**src/rtl/csel_pkg.sv**
```systemverilog
package csel_pkg;
  typedef enum logic [1:0] {
    ST_IDLE = 2'd0,
    ST_WAIT = 2'd1,
    ST_TERM = 2'd2,
    ST_EXT  = 2'd3
  } cselState_t;

  typedef struct packed {
    logic loadCnt;
    logic decCnt;
    logic selOn;
    logic ackOn;
  } cselCtl_t;

  localparam logic [3:0] TERM_FAST = 4'd14;
  localparam logic [3:0] TERM_EXT  = 4'd15;

  function automatic int unsigned blockShift(input logic [2:0] code);
    case (code)
      3'd0: return 11;
      3'd1: return 13;
      3'd2: return 14;
      3'd3: return 16;
      3'd4: return 17;
      3'd5: return 18;
      3'd6: return 19;
      default: return 20;
    endcase
  endfunction
endpackage

```
**src/rtl/csel_datapath.sv**
```systemverilog
module csel_datapath
  import csel_pkg::*;
#(
  parameter int ADDR_W = 24,
  parameter int BASE_LSB = 11,
  parameter int WAIT_W = 4,
  parameter int SYNC_STAGES = 2
) (
  input  logic                    clk,
  input  logic                    rstN,
  input  logic [ADDR_W-BASE_LSB+2:0] baseReg,
  input  logic [14:0]             optReg,
  input  logic [ADDR_W-1:0]       busAddr,
  input  logic [2:0]              funcCode,
  input  logic                    rdWr,
  input  logic                    asN,
  input  logic                    udsN,
  input  logic                    ldsN,
  input  cselCtl_t                ctl,
  output logic                    cycleHit,
  output logic                    strobeOff,
  output logic                    cntZero,
  output logic [3:0]              termCode,
  output logic                    selReg,
  output logic                    ackReg
);
  localparam int CMP_W = ADDR_W - BASE_LSB;

  // strobe synchroniser: {as, uds, lds}
  logic [2:0] syncQ [SYNC_STAGES];
  always_ff @(posedge clk or negedge rstN) begin
    if (!rstN) begin
      for (int i = 0; i < SYNC_STAGES; i++) syncQ[i] <= 3'b111;
    end else begin
      syncQ[0] <= {asN, udsN, ldsN};
      for (int i = 1; i < SYNC_STAGES; i++) syncQ[i] <= syncQ[i-1];
    end
  end

  logic asS, udsS, ldsS;
  assign {asS, udsS, ldsS} = syncQ[SYNC_STAGES-1];

  // option fields
  logic [1:0] laneSel, dirSel, spaceSel;
  logic       dsTiming;
  logic [2:0] iplSel;
  assign laneSel  = optReg[14:13];
  assign dirSel   = optReg[12:11];
  assign dsTiming = optReg[10];
  assign termCode = optReg[9:6];
  assign spaceSel = optReg[5:4];
  assign iplSel   = optReg[3:1];

  // block address compare, one comparator per base bit
  int unsigned shiftAmt;
  assign shiftAmt = blockShift(baseReg[2:0]);

  logic [CMP_W-1:0] bitOk;
  genvar g;
  generate
    for (g = 0; g < CMP_W; g++) begin : g_cmp
      assign bitOk[g] = (busAddr[BASE_LSB+g] == baseReg[3+g]) ||
                        ((BASE_LSB + g) < shiftAmt);
    end
  endgenerate
  logic addrOk;
  assign addrOk = &bitOk;

  // space qualification
  logic isUser, isSuper, isCpu, cpuOk, spaceOk;
  assign isUser  = (funcCode == 3'd1) || (funcCode == 3'd2);
  assign isSuper = (funcCode == 3'd5) || (funcCode == 3'd6);
  assign isCpu   = (funcCode == 3'd7);
  assign cpuOk   = isCpu && (busAddr[19:16] == 4'hF) &&
                   ((iplSel == 3'd0) || (busAddr[3:1] == iplSel));
  always_comb begin
    case (spaceSel)
      2'b00:   spaceOk = cpuOk;
      2'b01:   spaceOk = isUser && addrOk;
      2'b10:   spaceOk = isSuper && addrOk;
      default: spaceOk = (isUser || isSuper) && addrOk;
    endcase
  end

  // direction qualification
  logic dirOk;
  always_comb begin
    case (dirSel)
      2'b01:   dirOk = rdWr;
      2'b10:   dirOk = !rdWr;
      2'b11:   dirOk = 1'b1;
      default: dirOk = 1'b0;
    endcase
  end

  // lane qualification
  logic laneStrobe;
  always_comb begin
    case (laneSel)
      2'b01:   laneStrobe = !ldsS;
      2'b10:   laneStrobe = !udsS;
      2'b11:   laneStrobe = !udsS || !ldsS;
      default: laneStrobe = 1'b0;
    endcase
  end

  logic laneOk;
  assign laneOk = (laneSel != 2'b00) && (!dsTiming || laneStrobe);

  assign strobeOff = asS;
  assign cycleHit  = !asS && spaceOk && dirOk && laneOk;

  // wait-state counter and registered pin strobes
  logic [WAIT_W-1:0] waitCnt;
  always_ff @(posedge clk or negedge rstN) begin
    if (!rstN) begin
      waitCnt <= '0;
      selReg  <= 1'b0;
      ackReg  <= 1'b0;
    end else begin
      if (ctl.loadCnt)     waitCnt <= WAIT_W'(termCode);
      else if (ctl.decCnt) waitCnt <= waitCnt - 1'b1;
      selReg <= ctl.selOn;
      ackReg <= ctl.ackOn;
    end
  end
  assign cntZero = (waitCnt == '0);
endmodule

```
**src/rtl/csel_control.sv**
```systemverilog
module csel_control
  import csel_pkg::*;
(
  input  logic       clk,
  input  logic       rstN,
  input  logic       isCs,
  input  logic       cycleHit,
  input  logic       strobeOff,
  input  logic       cntZero,
  input  logic [3:0] termCode,
  output cselCtl_t   ctl
);
  cselState_t state, nextState;

  always_ff @(posedge clk or negedge rstN) begin
    if (!rstN) state <= ST_IDLE;
    else       state <= nextState;
  end

  always_comb begin
    nextState   = state;
    ctl.loadCnt = 1'b0;
    ctl.decCnt  = 1'b0;
    if (!isCs) begin
      nextState = ST_IDLE;
    end else begin
      case (state)
        ST_IDLE: begin
          if (cycleHit) begin
            if (termCode == TERM_FAST)     nextState = ST_TERM;
            else if (termCode == TERM_EXT) nextState = ST_EXT;
            else begin
              nextState   = ST_WAIT;
              ctl.loadCnt = 1'b1;
            end
          end
        end
        ST_WAIT: begin
          if (strobeOff)    nextState = ST_IDLE;
          else if (cntZero) nextState = ST_TERM;
          else              ctl.decCnt = 1'b1;
        end
        default: begin
          if (strobeOff) nextState = ST_IDLE;
        end
      endcase
    end
    ctl.selOn = (nextState != ST_IDLE);
    ctl.ackOn = (nextState == ST_TERM);
  end
endmodule

```
**src/rtl/csel_channel.sv**
```systemverilog
module csel_channel
  import csel_pkg::*;
#(
  parameter int ADDR_W = 24,
  parameter int BASE_LSB = 11,
  parameter int WAIT_W = 4,
  parameter int SYNC_STAGES = 2,
  localparam int BASE_W = ADDR_W - BASE_LSB + 3
) (
  input  logic              clk,
  input  logic              rstN,
  input  logic [1:0]        pinMode,
  input  logic              discreteBit,
  input  logic [BASE_W-1:0] baseReg,
  input  logic [14:0]       optReg,
  input  logic [ADDR_W-1:0] busAddr,
  input  logic [2:0]        funcCode,
  input  logic              rdWr,
  input  logic              asN,
  input  logic              udsN,
  input  logic              ldsN,
  output logic              selN,
  output logic [1:0]        ackN,
  output logic              avecN
);
  cselCtl_t   ctl;
  logic       cycleHit, strobeOff, cntZero, selReg, ackReg;
  logic [3:0] termCode;
  logic       isCs;

  assign isCs = pinMode[1];

  csel_datapath #(
    .ADDR_W(ADDR_W), .BASE_LSB(BASE_LSB), .WAIT_W(WAIT_W), .SYNC_STAGES(SYNC_STAGES)
  ) u_dp (
    .clk(clk), .rstN(rstN), .baseReg(baseReg), .optReg(optReg),
    .busAddr(busAddr), .funcCode(funcCode), .rdWr(rdWr),
    .asN(asN), .udsN(udsN), .ldsN(ldsN), .ctl(ctl),
    .cycleHit(cycleHit), .strobeOff(strobeOff), .cntZero(cntZero),
    .termCode(termCode), .selReg(selReg), .ackReg(ackReg)
  );

  csel_control u_ctl (
    .clk(clk), .rstN(rstN), .isCs(isCs), .cycleHit(cycleHit),
    .strobeOff(strobeOff), .cntZero(cntZero), .termCode(termCode), .ctl(ctl)
  );

  logic avecMode, termActive;
  assign avecMode   = optReg[0] && (funcCode == 3'd7);
  assign termActive = ackReg && isCs;

  always_comb begin
    case (pinMode)
      2'b00:   selN = discreteBit;
      2'b01:   selN = 1'b1;
      default: selN = !selReg;
    endcase
    if (termActive && !avecMode) ackN = pinMode[0] ? 2'b00 : 2'b10;
    else                         ackN = 2'b11;
    avecN = !(termActive && avecMode);
  end
endmodule

```
**config.mk**
```make
export PLATFORM = sky130hd
export DESIGN_NAME = csel_channel
export DESIGN_NICKNAME = d
export VERILOG_FILES = /design/src/rtl/csel_pkg.sv /design/src/rtl/csel_datapath.sv /design/src/rtl/csel_control.sv /design/src/rtl/csel_channel.sv
export SDC_FILE = /design/constraint.sdc
export NUM_CORES = 1
export LEC_CHECK = 0
export BUFFER_PORTS_ARGS = -buffer_cell sky130_fd_sc_hd__buf_2
export CAP_MARGIN = 20
export CORE_MARGIN = 2
export CORE_UTILIZATION = 30
export CTS_CLUSTER_SIZE = 14
export DETAILED_ROUTE_END_ITERATION = 8
export PLACE_DENSITY = 0.64
export SYNTH_ARGS = -nofsm -noshare
export SYNTH_HDL_FRONTEND = slang
export SYNTH_HIERARCHICAL = 1
export SYNTH_SLANG_ARGS = --single-unit
```
**constraint.sdc**
```tcl
create_clock -name clk -period 4.6 [get_ports clk]
set_input_delay 0.46 -clock clk [delete_from_list [all_inputs] [get_ports clk]]
set_output_delay 0.46 -clock clk [all_outputs]
set_load 0.01 [all_outputs]
```
==> results of run 1 <==
[routing by layer]
metal	wire (µm)	up-vias	share of wire (%)	GRT usage [%]
met5	0	-	0	0
met4	5	0	0.20	4.89
met3	298	2	12	3.21
met2	1140	49	47	22.3
met1	1000	500	41	13.8
li1	-	542	-	-
[sequential cells by signal, summed over array words and instances (netlist names)]
signal          cells
u_dp/ldsS           1
u_dp/syncQ          4
u_dp/waitCnt        4
u_ctl/state         2
u_dp/strobeOff      1
u_dp/ackReg         1
u_dp/selReg         1
[synth_stat cells (all sizes together) (2+ instances only)]
| master | number |
|---|---|
| inv | 5 |
| dfstp | 6 |
| nor4b | 2 |
| or3 | 2 |
| nand2b | 3 |
| buf | 4 |
| a31oi | 2 |
| xor2 | 6 |
| nor2 | 6 |
| mux2i | 2 |
| ha | 4 |
| nand3 | 4 |
| dfrtp | 8 |
| nand2 | 9 |
| xnor2 | 12 |
| a21oi | 4 |
| o21ai | 8 |
| nor3b | 2 |
| or3b | 2 |
| nor3 | 2 |
| nand4 | 7 |
[power groups by stage]
| stage | Combinational [mW] | Clock (mW) | Sequential, mW |
|---|---|---|---|
| 5_1_grt | 0.0809 | 0.0960 | 0.136 |
| 6_report | 0.0715 | 0.0859 | 0.135 |
| 3_3_place_gp | 0.0719 | 0 | 0.137 |
| 2_1_floorplan | 0.0340 | 0 | 0.136 |
| 3_5_place_dp | 0.0722 | 0 | 0.137 |
| 4_1_cts | 0.0727 | 0.0911 | 0.135 |
[logic make-up after synthesis]
kind of cell | Yosys count | share of synthesized area (%)
buf+inv | 9 | 4.63
fa+ha+maj | 4 | 4.75
compound gates | 24 | 14.8
xor+xnor | 18 | 14.9
mux | 3 | 2.97
simple gates | 44 | 24.0
flops | 14 | 33.9
[layout by cell type (no fill, tap or decap), types with 3 or more instances in the layout]
master,n
clkbuf_4,3
dfrtp_1,8
a21oi_1,4
ha_1,4
dfstp_2,6
nand3_1,4
inv_1,5
nor2_1,6
xor2_1,6
nand2b_1,3
buf_2,62
nand2_1,9
nand4_1,7
xnor2_1,12
o21ai_0,7
[area by class of cell]
type / count / area share [%]
tap: 46 / 4.03
multi-input combinational: 93 / 45.4
timing repair buffer: 62 / 21.7
clock buffer: 4 / 2.54
inverter: 5 / 1.31
sequential: 14 / 25.0
[metrics by stage]
step                      cells  area, µm²  power, mW  util, %  hold WS [ps]
after floorplan             116       1050      0.170        -           164
after global placement      220       1390      0.209     41.4           346
after detailed placement    220       1390      0.209     41.4           347
after CTS                   224       1430      0.299     42.5          57.3
after global routing        224       1430      0.313     42.5          69.5
final                       224       1430      0.292     42.5          55.9
[worst paths after layout]
check                                   startpoint                           to  slack, ps  cells past startpoint
max                                      optReg[4]  u_dp/waitCnt[3]$_DFFE_PN0P_       1780                      9
min                                           rstN  u_dp/waitCnt[2]$_DFFE_PN0P_         60                      1
max reg2reg                u_dp/syncQ[1]$_DFF_PN1_  u_dp/waitCnt[3]$_DFFE_PN0P_       1850                      8
min reg2reg                u_dp/syncQ[3]$_DFF_PN1_          u_dp/ldsS$_DFF_PN1_        360                      0
max in group asynchronous                     rstN      u_dp/syncQ[1]$_DFF_PN1_       4260                      1
min in group clk                              ldsN      u_dp/syncQ[3]$_DFF_PN1_        280                      1
==> results.ini, run 1 <==
[status]
status=finished, final reports clean

[placement]
portBuffers=62
hpwl_mm=2.04
post-place-ws_ps=1500
gp_congestion=0.717

[clock_network]
clkTransAtPathRegs_ps=80
clock-root-buffer=clkbuf_4
cts-resized-gates=0
htreeDepth=1
cts_tree=built
postCtsSetupBuffers=0
cts_sinks=14
clock_path_buffers=2
cts_made_buffers=3
clk_latency_ps=270
ctsHoldBuffers=0

[drt]
antenna_left=0
drtIter0Drc=64
vias_per_cell=4.88
drc=0
post_drt_wl_per_cell_um=10.9
wirelength_mm=2.45
via_count=1093
first_pass_iters=4

[synth]
seq_area_frac_synth_pct=33.9
ys_seq_elements=14
synthTopCellsByArea=dfrtp_1 (19%), dfstp_2 (15%), xnor2_1 (10%)
yosysTopAreaCellShare_pct=19.0
synth_top_cell_by_area=dfrtp_1
async_flop_share_pct=100
synth_area_um2=1050
synth.avg_cell_area_um2=9.09
synthFlopType=dfrtp_1
syn_nets=187
syn_inst=116
ys_warn_count=6
synth_edf_count=0
ys_types=41

[global_route]
grt_overflow_total=0
antenna_found_initial=0
grt_usage_pct=12.4
grt_pass1_wl_mm=3.97
grt_max_degree=15
grt_pass1_vias=1000

[worst_hold_path]
hold_path_class=in -> async

[power]
clkPwrFrac_pct=29.4
p_sw_share_pct=25.5
power_frac_seq_pct=46.2
power_frac_comb_pct=24.5
intPower_uw=218
power_density_nw_per_um2=205
vdd_ir_drop_max_mv=0.111
power_leakage_nw=0.653
p_sw_uw=74.7

[layout]
n_fill_cell=367
seq_area_um2=358
diodes=0
area_delta_synth_final_pct=35.5
layout.nets=250
multi_input_comb_area_um2=648
drive_above_1_share_pct=43.3

[sta]
fin_crit_sh_pct=61.4
fin_skew_ps=5.41
worst_pin_slew_ps=794
fin_ws_ps=1780
clock.fmax_mhz=354
finalSetupViolCount=0
hold_viol_final=0
relSlewSlack_pct=46.3
period_minus_slack_ps=2820
setup_tns_ps=0
maxSlewViolCount=0
grt_setup_unrepaired=no

[critical_path]
critical_path_class=in -> reg
path_buf_inv=2
cp-start-kind=input port
end_kind=flop
crit_arrival_ps=2990
critical-path-max-stage-delay_ps=500
worstPathCellList=buf_2, inv_1, ha_1, a221o_1, or4_1, o22ai_1, nor3b_1, and3_1, mux2_2
cp_slowest_cell=or4_1
required_ps=4770
cp_max_fo=7
critical_path.top_delay_family=simple AND/OR/NAND/NOR gates

[floorplanning]
dieArea_um2=4010
core_um2=3360
io_pins=71
die_x_um=63.3
start_util_pct=31.4
fp.dieH_um=63.3
num_rows=21

[run]
maxCapViolations=0

Power figures use the tool's default switching activity.
==> run 2: changes to the inputs <==
Settings changed: ABC_AREA set to 1, PLACE_DENSITY 0.64 to 0.61.
Clock period 4.6 ns to 2.6 ns, I/O delays scaled along.
==> run 2 against run 1 <==
Effect of this change:
- non-clock buffer count grew 1
- wire length increased by 8.9%
- critical path depth is 6 higher
- combinational power grew 97%
- via count increased by 21%
- highest routed layer unchanged
==> results.ini, run 2 <==
[status]
status=finished, final reports clean  ; unchanged

[critical_path]
ff2ff_path_depth=8  ; unchanged
required_ps=2710  ; was 4770 ps
critical_path_class=in -> reg  ; unchanged
cp-start-kind=input port  ; unchanged
crit_arrival_ps=1990  ; was 2990 ps
critical_path.top_delay_family=simple AND/OR/NAND/NOR gates  ; unchanged
cp_slowest_cell=nor2_1  ; was or4_1
end_kind=flop  ; unchanged
path_buf_inv=3  ; was 2
critical-path-max-stage-delay_ps=330  ; was 500 ps
worstPathCellList=buf_2, inv_1, ha_1, a21oi_1, nand2_1, nor2_1, nand3_1, nor2_1, nor2_1, nor2_1, nand2_1, nor2_1, nor2_1, inv_1, o221ai_1  ; was buf_2, inv_1, ha_1, a221o_1, or4_1, o22ai_1, nor3b_1, and3_1, mux2_2
cp_max_fo=7  ; unchanged
crit_path_frequent_cell=nor2_1
crit_cells=15  ; was 9

[layout]
reg_top3=u_dp/syncQ: 4 flops, u_dp/waitCnt: 4 flops, u_ctl/state: 2 flops  ; unchanged
final_common_cell=buf_2  ; unchanged
diodes=0  ; unchanged
layout.nets=333  ; was 250
area_delta_synth_final_pct=33.3  ; was 35.5%
drive_above_1_share_pct=32.2  ; was 43.3%
final_cell_mix=buf_2 (62), nand2_1 (60), inv_1 (39), nor2_1 (26), nand3_1 (12)  ; was buf_2 (62), xnor2_1 (12), nand2_1 (9), dfrtp_1 (8)

[placement]
gp_congestion=0.732  ; was 0.717
post-place-ws_ps=428  ; was 1500 ps
hpwl_mm=2.29  ; was 2.04 mm
portBuffers=62  ; unchanged

[clock_network]
clkTransAtPathRegs_ps=60  ; was 80 ps
htreeDepth=1  ; unchanged
cts_tree=built  ; unchanged
clock_path_buffers=2  ; unchanged
cts_sinks=14  ; unchanged
clock-root-buffer=clkbuf_8  ; was clkbuf_4
cts-resized-gates=0  ; unchanged
cts_made_buffers=3  ; unchanged
clk_latency_ps=240  ; was 270 ps

[run]
maxCapViolations=0  ; unchanged

[drt]
wirelength_mm=2.67  ; was 2.45 mm
via_count=1323  ; was 1093
antenna_left=0  ; unchanged
vias_per_cell=4.25  ; was 4.88
drc=0  ; unchanged
drtIter0Drc=34  ; was 64
post_drt_wl_per_cell_um=8.57  ; was 10.9 µm
first_pass_iters=4  ; unchanged

[sta]
clock.fmax_mhz=532
fin_ws_ps=720  ; was 1780 ps
grt_setup_unrepaired=no  ; unchanged
finalSetupViolCount=0  ; unchanged
relSlewSlack_pct=74.9  ; was 46.3%
hold_viol_final=0  ; unchanged
maxSlewViolCount=0  ; unchanged
period_minus_slack_ps=1880
setup_tns_ps=0  ; unchanged
fin_skew_ps=4.77  ; was 5.41 ps
worst_pin_slew_ps=375  ; was 794 ps
fin_crit_sh_pct=72.3

[global_route]
grt_overflow_total=0  ; unchanged
grt_pass1_vias=1067  ; was 1000
antenna_found_initial=0  ; unchanged
grt_usage_pct=11.4  ; was 12.4%
grt_pass1_wl_mm=4.10  ; was 3.97 mm
grt_max_degree=15  ; unchanged

[synth]
async_flop_share_pct=100  ; unchanged
synthTopCellsByArea=nand2_1 (18%), dfrtp_1 (16%), dfstp_2 (13%)  ; was dfrtp_1 (19%), dfstp_2 (15%), xnor2_1 (10%)
ys_warn_count=6  ; unchanged
ys_seq_elements=14  ; unchanged
synthFlopType=dfrtp_1  ; unchanged
synth_edf_count=0  ; unchanged
seq_area_frac_synth_pct=29.2  ; was 33.9%
yosysTopAreaCellShare_pct=18.4  ; was 19.0%
synth_area_um2=1220  ; was 1050 µm²
syn_inst=198  ; was 116
synth_top_cell_by_area=nand2_1  ; was dfrtp_1
ys_types=26  ; was 41
syn_nets=269  ; was 187
synthTopCellsByCount=nand2_1 (60), inv_1 (39), nor2_1 (26)  ; was xnor2_1 (12), nand2_1 (9), dfrtp_1 (8)
synth.avg_cell_area_um2=6.19  ; was 9.09 µm²
yosysMostFrequentCell=nand2_1  ; was xnor2_1

[floorplanning]
core_um2=3970  ; was 3360 µm²
die_x_um=67.9  ; was 63.3 µm
fp.dieH_um=67.9  ; was 63.3 µm
dieArea_um2=4610  ; was 4010 µm²
num_rows=23  ; was 21
start_util_pct=30.8  ; was 31.4%
io_pins=71  ; unchanged

[power]
power_density_nw_per_um2=357  ; was 205 nW/µm²
power_leakage_nw=0.948  ; was 0.653 nW
vdd_ir_drop_max_mv=0.339  ; was 0.111 mV

[worst_hold_path]
hold_path_class=in -> reg  ; was in -> async
hold_depth=1

## run 2: cell types whose count changed after synthesis, sizes merged, moves of 6 or more
cell   previous run  this run
nor2              6        29
nand3             4        13
nand4             7         1
inv               5        43
nand2             9        62
xnor2            12         6
## run 2: what timing repair did
action,CTS,global route
hold buffers,1,0
endpoints found under the hold margin,8,0
setup buffers,0,0
## run 2: worst paths after layout
path                                         startpoint                           to  slack [ps]
worst max-delay path                          optReg[4]  u_dp/waitCnt[1]$_DFFE_PN0P_         720
worst min-delay path                               ldsN      u_dp/syncQ[3]$_DFF_PN1_         110
worst max register to register      u_dp/ldsS$_DFF_PN1_  u_dp/waitCnt[1]$_DFFE_PN0P_         850
worst min register to register  u_dp/syncQ[5]$_DFF_PN1_     u_dp/strobeOff$_DFF_PN1_         350
max in group asynchronous                          rstN     u_dp/strobeOff$_DFF_PN1_        1880
min in group asynchronous                          rstN        u_dp/selReg$_DFF_PN0_         430
## run 2: cells by family after synthesis
family,after synthesis,synth area share [%]
AND/OR/NAND/NOR,108,36.5
buffers and inverters,47,15.6
AO/OA/AOI/OAI,18,9.60
flip-flops,14,29.2
XOR/XNOR,7,5.01
adder cells (fa/ha/maj),4,4.09
## run 2: final cells by class
class / count / area [µm²]
clock buffer: 4 / 55.1
fill: 443 / 2340
inverter: 43 / 161
multi-input combinational: 137 / 676
sequential: 14 / 358
tap: 50 / 62.6
timing repair buffer: 63 / 320
## run 2: per-layer routing
metal / vias to the layer above / GRT usage (%) / routed length, µm
met1: 556 / 13.4 / 1190
met4: 0 / 5.00 / 9
met5: - / 0 / 0
met2: 41 / 20.7 / 1240
met3: 2 / 1.48 / 229
li1: 724 / - / -
## run 2: power by group
group          total, mW  internal (mW)  switching, mW
clock network      0.206          0.134         0.0717
registers          0.236          0.232        0.00417
logic              0.141         0.0690         0.0724
## run 2: metrics by stage
step	hold slack (ps)	util (%)	total power, mW	area, µm²	std cells
finish	112	41.1	0.583	1630	311
global route	99.0	41.1	0.626	1630	311
CTS	107	41.1	0.593	1630	311
detailed placement	169	39.5	0.381	1570	306
global placement	168	39.5	0.380	1570	306
floorplan	-35.6	-	0.314	1220	198
